## config.mk

```make
export PLATFORM = sky130hd
export DESIGN_NAME = hostfw_mailbox
export DESIGN_NICKNAME = d
export VERILOG_FILES = /design/src/rtl/mbox_pkg.sv /design/src/rtl/mbox_owner_arb.sv /design/src/rtl/mbox_cmd_reg.sv /design/src/rtl/mbox_status_w1c.sv /design/src/rtl/hostfw_mailbox.sv
export SDC_FILE = /design/constraint.sdc
export NUM_CORES = 1
export LEC_CHECK = 0
export BUFFER_PORTS_ARGS = -buffer_cell sky130_fd_sc_hd__buf_4
export CAP_MARGIN = 20
export CORE_MARGIN = 5
export CORE_UTILIZATION = 51
export DETAILED_ROUTE_END_ITERATION = 6
export GPL_TIMING_DRIVEN = 0
export PLACE_DENSITY = 0.9
export SYNTH_ARGS = -nofsm -noshare
export SYNTH_HDL_FRONTEND = slang
export SYNTH_SLANG_ARGS = --single-unit
```

## constraint.sdc

```tcl
create_clock -name clk -period 1.9 [get_ports clk]
set_clock_uncertainty 0.1 [all_clocks]
set_input_delay 0.38 -clock clk [delete_from_list [all_inputs] [get_ports clk]]
set_output_delay 0.38 -clock clk [all_outputs]
set_load 0.03 [all_outputs]
```

## src/rtl/mbox_pkg.sv

```systemverilog
package mbox_pkg;

   typedef enum logic [1:0] {
      OWN_FREE = 2'd0,
      OWN_FW   = 2'd1,
      OWN_HOST = 2'd2
   } owner_e;

   // command register bit positions (neighbour firmware decodes them)
   localparam int CMD_FW_EN_BIT   = 27;
   localparam int CMD_PWR_EN_BIT  = 28;
   localparam int CMD_STAT_EN_BIT = 29;
   localparam int CMD_CTL_EN_BIT  = 30;
   localparam int CMD_MASTER_BIT  = 31;

   // status flag positions
   localparam int ST_HANG_BIT  = 1;
   localparam int ST_EVENT_BIT = 3;

endpackage

```

## src/rtl/mbox_owner_arb.sv

```systemverilog
module mbox_owner_arb
   import mbox_pkg::*;
#(
   parameter bit FW_WINS_TIE = 1'b1
) (
   input  logic   clk,
   input  logic   rst_n,
   input  logic   h_claim,
   input  logic   h_free,
   input  logic   f_claim,
   input  logic   f_release,
   output owner_e owner_q
);

   owner_e owner_d;
   logic   fw_grab;
   logic   host_grab;
   logic   fw_drop;

   always_comb begin
      fw_grab   = f_claim && (owner_q == OWN_FREE);
      host_grab = h_claim && (owner_q == OWN_FREE);
      fw_drop   = f_release && (owner_q == OWN_FW);
   end

   generate
      if (FW_WINS_TIE) begin : g_fw_first
         always_comb begin
            owner_d = owner_q;
            if (fw_grab)        owner_d = OWN_FW;
            else if (host_grab) owner_d = OWN_HOST;
            else if (h_free)    owner_d = OWN_FREE;
            else if (fw_drop)   owner_d = OWN_FREE;
         end
      end else begin : g_host_first
         always_comb begin
            owner_d = owner_q;
            if (host_grab)      owner_d = OWN_HOST;
            else if (fw_grab)   owner_d = OWN_FW;
            else if (h_free)    owner_d = OWN_FREE;
            else if (fw_drop)   owner_d = OWN_FREE;
         end
      end
   endgenerate

   always_ff @(posedge clk or negedge rst_n) begin
      if (!rst_n) owner_q <= OWN_FREE;
      else        owner_q <= owner_d;
   end

endmodule

```

## src/rtl/mbox_cmd_reg.sv

```systemverilog
module mbox_cmd_reg
   import mbox_pkg::*;
#(
   parameter int DATA_W = 32,
   parameter int LO_BIT = CMD_FW_EN_BIT
) (
   input  logic              clk,
   input  logic              rst_n,
   input  logic              wr_en,
   input  logic [DATA_W-1:0] wdata,
   input  logic              fw_take,
   output logic [DATA_W-1:0] cmd_q
);

   localparam logic [DATA_W-1:0] IMPL_MASK = {DATA_W{1'b1}} << LO_BIT;

   generate
      if (LO_BIT < 0 || LO_BIT > CMD_FW_EN_BIT) begin : g_bad_lo
         $error("mbox_cmd_reg: LO_BIT must cover the firmware enable bit");
      end
   endgenerate

   always_ff @(posedge clk or negedge rst_n) begin
      if (!rst_n) begin
         cmd_q <= '0;
      end else if (wr_en) begin
         cmd_q <= wdata & IMPL_MASK;
      end else if (fw_take) begin
         cmd_q[CMD_FW_EN_BIT] <= 1'b0;
      end
   end

endmodule

```

## src/rtl/mbox_status_w1c.sv

```systemverilog
module mbox_status_w1c #(
   parameter int                 DATA_W    = 32,
   parameter logic [DATA_W-1:0]  FLAG_MASK = 32'h0000_000A
) (
   input  logic              clk,
   input  logic              rst_n,
   input  logic [DATA_W-1:0] set_vec,
   input  logic [DATA_W-1:0] clr_vec,
   output logic [DATA_W-1:0] st_q
);

   generate
      if (FLAG_MASK == '0) begin : g_bad_mask
         $error("mbox_status_w1c: FLAG_MASK selects no flag");
      end
      for (genvar i = 0; i < DATA_W; i++) begin : g_bit
         if (FLAG_MASK[i]) begin : g_flop
            logic bit_q;
            always_ff @(posedge clk or negedge rst_n) begin
               if (!rst_n) bit_q <= 1'b0;
               else        bit_q <= set_vec[i] | (bit_q & ~clr_vec[i]);
            end
            assign st_q[i] = bit_q;
         end else begin : g_tie
            assign st_q[i] = 1'b0;
         end
      end
   endgenerate

endmodule

```

## src/rtl/hostfw_mailbox.sv

```systemverilog
module hostfw_mailbox
   import mbox_pkg::*;
#(
   parameter int ADDR_W      = 12,
   parameter int DATA_W      = 32,
   parameter int TYPE_W      = 8,
   parameter int OFS_CMD     = 'hE4,
   parameter int OFS_IN      = 'hE8,
   parameter int OFS_OUT     = 'hEC,
   parameter int OFS_OWN     = 'hF0,
   parameter int OFS_STAT    = 'h428,
   parameter bit FW_WINS_TIE = 1'b1
) (
   input  logic                     clk,
   input  logic                     rst_n,
   input  logic                     h_wr,
   input  logic                     h_rd,
   input  logic [ADDR_W-1:0]        h_addr,
   input  logic [DATA_W-1:0]        h_wdata,
   output logic [DATA_W-1:0]        h_rdata,
   output logic                     h_irq,
   input  logic                     f_claim,
   input  logic                     f_release,
   input  logic                     f_take,
   input  logic                     f_hang,
   input  logic                     f_post,
   input  logic [TYPE_W-1:0]        f_out_type,
   input  logic [DATA_W-TYPE_W-1:0] f_out_data,
   output logic                     f_irq,
   output logic [1:0]               f_owner,
   output logic [TYPE_W-1:0]        f_in_type,
   output logic [DATA_W-TYPE_W-1:0] f_in_data
);

   localparam int PAY_W = DATA_W - TYPE_W;
   localparam logic [DATA_W-1:0] STAT_MASK =
      (DATA_W'(1) << ST_HANG_BIT) | (DATA_W'(1) << ST_EVENT_BIT);
   localparam logic [ADDR_W-1:0] A_CMD  = ADDR_W'(OFS_CMD);
   localparam logic [ADDR_W-1:0] A_IN   = ADDR_W'(OFS_IN);
   localparam logic [ADDR_W-1:0] A_OUT  = ADDR_W'(OFS_OUT);
   localparam logic [ADDR_W-1:0] A_OWN  = ADDR_W'(OFS_OWN);
   localparam logic [ADDR_W-1:0] A_STAT = ADDR_W'(OFS_STAT);

   generate
      if (DATA_W != 32) begin : g_bad_width
         $error("hostfw_mailbox: command bit layout needs a 32-bit word");
      end
      if (TYPE_W < 1 || TYPE_W >= DATA_W) begin : g_bad_type
         $error("hostfw_mailbox: TYPE_W out of range");
      end
      if (OFS_STAT >= (1 << ADDR_W) || OFS_OWN >= (1 << ADDR_W)) begin : g_bad_addr
         $error("hostfw_mailbox: ADDR_W too narrow for the register offsets");
      end
   endgenerate

   // address decode
   logic sel_cmd, sel_in, sel_out, sel_own, sel_stat;
   always_comb begin
      sel_cmd  = (h_addr == A_CMD);
      sel_in   = (h_addr == A_IN);
      sel_out  = (h_addr == A_OUT);
      sel_own  = (h_addr == A_OWN);
      sel_stat = (h_addr == A_STAT);
   end

   // ownership
   owner_e owner_q;
   logic   owned;
   logic   host_claim;
   logic   host_free;

   always_comb begin
      host_claim = h_wr && sel_own && (h_wdata == DATA_W'(OWN_HOST));
      host_free  = h_wr && sel_own && (h_wdata == DATA_W'(OWN_FREE));
   end

   mbox_owner_arb #(
      .FW_WINS_TIE (FW_WINS_TIE)
   ) u_owner (
      .clk       (clk),
      .rst_n     (rst_n),
      .h_claim   (host_claim),
      .h_free    (host_free),
      .f_claim   (f_claim),
      .f_release (f_release),
      .owner_q   (owner_q)
   );

   assign owned   = (owner_q != OWN_FREE);
   assign f_owner = owner_q;

   // command register
   logic [DATA_W-1:0] cmd_q;

   mbox_cmd_reg #(
      .DATA_W (DATA_W),
      .LO_BIT (CMD_FW_EN_BIT)
   ) u_cmd (
      .clk     (clk),
      .rst_n   (rst_n),
      .wr_en   (h_wr && sel_cmd && owned),
      .wdata   (h_wdata),
      .fw_take (f_take),
      .cmd_q   (cmd_q)
   );

   // message words
   logic [DATA_W-1:0] in_q;
   logic [DATA_W-1:0] out_q;
   logic              post_ok;

   assign post_ok = f_post && (owner_q == OWN_FW);

   always_ff @(posedge clk or negedge rst_n) begin
      if (!rst_n) begin
         in_q  <= '0;
         out_q <= '0;
      end else begin
         if (h_wr && sel_in && owned) in_q  <= h_wdata;
         if (post_ok)                 out_q <= {f_out_type, f_out_data};
      end
   end

   assign f_in_type = in_q[DATA_W-1:PAY_W];
   assign f_in_data = in_q[PAY_W-1:0];

   // status flags, write one to clear
   logic [DATA_W-1:0] stat_set;
   logic [DATA_W-1:0] stat_clr;
   logic [DATA_W-1:0] stat_q;

   always_comb begin
      stat_set               = '0;
      stat_set[ST_HANG_BIT]  = f_hang;
      stat_set[ST_EVENT_BIT] = post_ok && cmd_q[CMD_STAT_EN_BIT];
      stat_clr               = (h_wr && sel_stat) ? h_wdata : '0;
   end

   mbox_status_w1c #(
      .DATA_W    (DATA_W),
      .FLAG_MASK (STAT_MASK)
   ) u_stat (
      .clk     (clk),
      .rst_n   (rst_n),
      .set_vec (stat_set),
      .clr_vec (stat_clr),
      .st_q    (stat_q)
   );

   // registered read path
   logic [DATA_W-1:0] rd_mux;
   logic [DATA_W-1:0] rdata_q;

   always_comb begin
      rd_mux = '0;
      if (sel_cmd)       rd_mux = cmd_q;
      else if (sel_in)   rd_mux = in_q;
      else if (sel_out)  rd_mux = out_q;
      else if (sel_own)  rd_mux = DATA_W'(owner_q);
      else if (sel_stat) rd_mux = stat_q;
   end

   always_ff @(posedge clk or negedge rst_n) begin
      if (!rst_n)    rdata_q <= '0;
      else if (h_rd) rdata_q <= rd_mux;
   end

   assign h_rdata = rdata_q;

   // interrupts
   assign f_irq = cmd_q[CMD_MASTER_BIT] && cmd_q[CMD_FW_EN_BIT];
   assign h_irq = cmd_q[CMD_STAT_EN_BIT] &&
                  (stat_q[ST_HANG_BIT] || stat_q[ST_EVENT_BIT]);

endmodule

```

After elaboration in Yosys (flattened, before gate mapping)
Cells that the tools add are included.
- input bits: 85
- register bits after elaboration: 105
- word-level logic and storage cells: 54
- output and inout bits: 68
- eq/ne operators: 7
- bitwise operators: 6
- muxes and demuxes: 12
- reductions and logical operators: 21
- operator list (kind ; number):
    $mux W32 ; 3
    $eq A12 B8 Y1 const B ; 4
    $eq A32 B2 Y1 const B ; 1
    $logic_not A32 Y1 ; 1
    $logic_and A1 B1 Y1 ; 15
    $eq A12 B11 Y1 const B ; 1
    $mux W4 ; 3
    $mux W2 ; 4
    $reduce_bool A2 Y1 ; 2
    $reduce_bool A4 Y1 ; 1
    $and A1 B1 Y1 ; 2
    $eq A2 B1 Y1 const B ; 1
    $logic_not A2 Y1 ; 1
    $mux W1 ; 2
    $not A1 Y1 ; 2
    $or A1 B1 Y1 ; 2
    $logic_or A1 B1 Y1 ; 1

Longest topological paths before layout
- depth after elaboration: 6
- gate-level depth with buffers: 6
- gate-level depth less buffers: 4

Hierarchy
From an unflattened synthesis, not the netlist that was laid out.
- cell total of the unflattened synthesis: 595
- area, all modules: 6050.8 um2
- by module, submodules not included (module ; sequential area each (um2) ; cells each ; instances ; area an instance (um2)):
    hostfw_mailbox ; 2402.3 ; 509 ; 1 ; 5256.3
    mbox_cmd_reg ; 125.1 ; 39 ; 1 ; 390.4
    mbox_status_w1c ; 50.0 ; 39 ; 1 ; 316.6
    mbox_owner_arb ; 50.0 ; 8 ; 1 ; 87.6

Worst setup path before layout
Ideal clock, no wire load.
- path kind: in2reg
- start point: input h_addr[11]
- end point: register in_q[18]
- path slack: -0.179 ns
- cell stages on the path: 6
- path buffers: 2
- arrival time: 1.854 ns
- required time: 1.675 ns
- setup time: 0.125 ns
- cells stage by stage: or4b_1 buf_6 nor3_2 nand3b_4 buf_6 mux2_4
- cells in the longest elaborated chain, start to end: 3
- ends and longest elaborated chain (what ; RTL line ; RTL):
    start: declaration ; hostfw_mailbox.sv:18 ; input logic [ADDR_W-1:0] h_addr,
    $eq A12 B8 Y1 ; hostfw_mailbox.sv:60 ; sel_in = (h_addr == A_IN);
    $logic_and A1 B1 Y1 (2 in a row) ; hostfw_mailbox.sv:119 ; if (h_wr && sel_in && owned) in_q <= h_wdata;
    end signal: assignment ; hostfw_mailbox.sv:119 ;
    end: declaration ; hostfw_mailbox.sv:108 ; logic [DATA_W-1:0] in_q;
Every way passes these cells.
A chain may end at the register's enable or synchronous reset.

Worst setup path after layout
- start point: input h_addr[9]
- end point: register u_cmd.cmd_q[28]
- cells in the longest elaborated chain, start to end: 3
- ends and longest elaborated chain (what ; RTL line ; RTL):
    $eq A12 B8 Y1 ; hostfw_mailbox.sv:59 ; sel_cmd = (h_addr == A_CMD);
    $logic_and A1 B1 Y1 (2 in a row) ; hostfw_mailbox.sv:101 ; .wr_en (h_wr && sel_cmd && owned),
    end signal: assignment ; mbox_cmd_reg.sv:27 ; cmd_q <= wdata & IMPL_MASK;
    end: declaration ; mbox_cmd_reg.sv:12 ; output logic [DATA_W-1:0] cmd_q
Every way passes these cells.

==> reports/metrics.csv <==
metric,value,unit
GPL Wtd Cong,0.892,
port bufs,151,
Iteration-0 DRC Markers,198,
synth top area cells,"dfrtp_1 (55%), nand2_1 (7.6%), mux2_2 (7.5%)",
Die Width,107,um
Post-DRT Antenna Nets,0,
register area share after synthesis,55.0,%
synth unique cells,45,
Tcrit/Tclk final,98.4,%
Hold WC Path Type,primary input to register,
WHS Path Cells,2,
first-pass GRT wire length,21500,um
Worst Path Max Fanout,7,
largest net degree at the start of global routing,65,
Total Routed Length,13600,um
clk_lat worst skew,360,ps
DR WL/cell,19.1,um
measured slew at the worst slew-check pin,624,ps
Syn Nets,510,
clk sinks,105,
Fin Hold WS,95.6,ps
die area,0.0114,mm^2
# nets final,679,
PwrDens,745,mW/mm^2
area delta synth->final,33.8,%
share of cells above drive strength 1,39.7,%
Max Clk Rate,535,MHz
Post-Syn Instances,425,
Root Buffer,clkbuf_8,
final hold vios,0,
cts bufs inserted,9,
DP HPWL,10400,um
Comb power frac,13.9,%
CTS tree,built,
area share of the largest cell type after synthesis,55.0,%
Post-Layout Inst Area,0.00640,mm^2
Flop pwr share,52.5,%
Post-Syn Area,0.00478,mm^2
status,"finished, final reports clean",
# Max-Cap Violations,0,
DR DRC count,0,
Initial Util,52.0,%
capturing element type of the critical path,register,
GR Overflow Total,0,
syn avg cell area,11.2,um^2
CP Data Arrival Time,2010,ps
critical path class,primary input to register,
Max IR drop VDD,0.000510,V
Post-DP Area,0.00609,mm^2
antenna violations before repair,0,
R2R depth,5,
H-tree lvl count,3,
asr flop ratio synth,100,%
Die Span Y,107,um
routed vias/inst,5.61,
"area leader, netlist",dfrtp_1,
ANT cells,0,
Net Sw Frac,27.3,%
Synth Register Bits,105,
clock share of power,33.7,%
number of synthesized flops with an enable pin,0,
I/O pin count,153,
Pins Over Slew Limit,0,
Worst slew margin,58.4,%
Critical Path RT,2040,ps
R2R setup slack,80,ps
fin crit period,1870,ps
"non-filler cells, final",710,
internal power,3.46,mW
final core occ,69.6,%
"Primary FF master, synth",dfrtp_1,
gr usage total,24.0,%
core area,0.00920,mm^2
Final Setup Violations,0,
first-pass detailed-route iteration total,4,
vias in the first global route,4165,
LEAKAGE,3.43,nW
DR vias,3983,
maximum clock path buffer count,2,
# placed instances,688,
"Clk pin slew, worst setup/hold paths",110,ps
YS warnings,0,
Psw,1.30,mW
Rows,35,
"Power, Total",4.77,mW
critical path startpoint category,primary input,
## per-layer routing
metal	track usage [%]	vias to the layer above	share of wire [%]
met3	4.39	27	6.6
met5	0	-	0
met4	6.39	0	1.6
li1	-	1820	-
met1	31.2	1978	41
met2	41.4	158	51
## worst max-delay path: stages
cell and delay [ps]:
buf_4 110, or4b_4 620, nor4_4 360, nand4_4 200
mux2_4 340
## power groups by stage
| stage | logic, mW | clock network (mW) | registers, mW |
|---|---|---|---|
| detailed placement | 0.660 | 0 | 2.54 |
| finish | 0.662 | 1.60 | 2.50 |
| global route | 0.745 | 1.69 | 2.51 |
| floorplan | 0.336 | 0 | 2.53 |
| CTS | 0.665 | 1.61 | 2.50 |
| global placement | 0.620 | 0 | 2.53 |
## cells in the final DEF (no fill, tap or decap), types with 3 or more instances in the layout
cell / n
a22o_1: 25
buf_2: 5
buf_4: 158
buf_6: 4
clkbuf_1: 10
clkbuf_2: 3
clkbuf_8: 9
dfrtp_1: 105
inv_1: 5
mux2_2: 31
mux2_4: 6
mux2i_1: 29
nand2_1: 97
nand2b_1: 3
nand3_1: 4
nor2_1: 31
nor4_1: 7
nor4_4: 3
o211ai_1: 5
o21a_1: 6
o21ai_0: 7
o2bb2ai_1: 6
or3b_2: 3
## sequential cells by signal, indices dropped and copies added, names as in the netlist
name / flops
out_q: 32
u_stat.g_bit.g_flop.bit_q: 2
u_cmd.cmd_q: 5
u_owner.owner_q: 2
in_q: 32
h_rdata: 32
## cell usage after synthesis (2+ instances only)
master     instances
dfrtp_1          105
nand2_1           97
mux2_2            32
nor2_1            31
mux2i_1           29
a22o_1            25
clkbuf_1          13
nor4_1             8
o21ai_0            7
buf_2              6
o21a_1             6
o2bb2ai_1          6
inv_1              5
mux2_4             5
o211ai_1           5
buf_6              4
nand3_1            4
nand2b_1           3
or3b_2             3
a21oi_1            2
and4_1             2
nand3b_1           2
nor2b_1            2
nor4_4             2
## logic make-up after synthesis
group | after synthesis | share of synthesized area (%)
AOI/OAI and AO/OA | 58 | 9.61
buffers and inverters | 30 | 3.22
DFF | 105 | 55.0
muxes | 66 | 15.2
and+or+nand+nor | 166 | 17.0
## area by class of cell
cell class | instances | area, um^2
tap | 111 | 139
multi-input combinational | 290 | 2030
sequential | 105 | 2630
timing repair buffer | 159 | 1220
inverter | 5 | 18.8
clock inverter | 7 | 109
buffer | 24 | 130
clock buffer | 9 | 124
fill | 665 | 2800
## path summary, 6_finish.rpt
kind,start,end
setup / recovery,h_addr[9],u_cmd.cmd_q[28]
hold / removal,f_hang,u_stat.g_bit[1].g_flop.bit_q
setup reg to reg,u_owner.owner_q[1],in_q[20]
hold reg to reg,out_q[20],out_q[20]
max in group asynchronous,rst_n,in_q[29]
min in group asynchronous,rst_n,h_rdata[4]
## what timing repair did
action                                  in CTS  in global routing
pin swaps                                    2                  3
setup buffers                                3                  3
gates resized for setup                      1                  9
endpoints found under the setup margin      27                 44
endpoints found under the hold margin       41                  0
hold buffers                                 1                  0
## stage by stage
stage	worst slack, ps	TNS [ps]
floorplan	-153	-4700
global placement	-361	-21010
detailed placement	-439	-23600
CTS	4.60	0
global route	-5.37	-5.37
finish	30.2	0
Note: power is estimated with default switching activity, not from simulation.
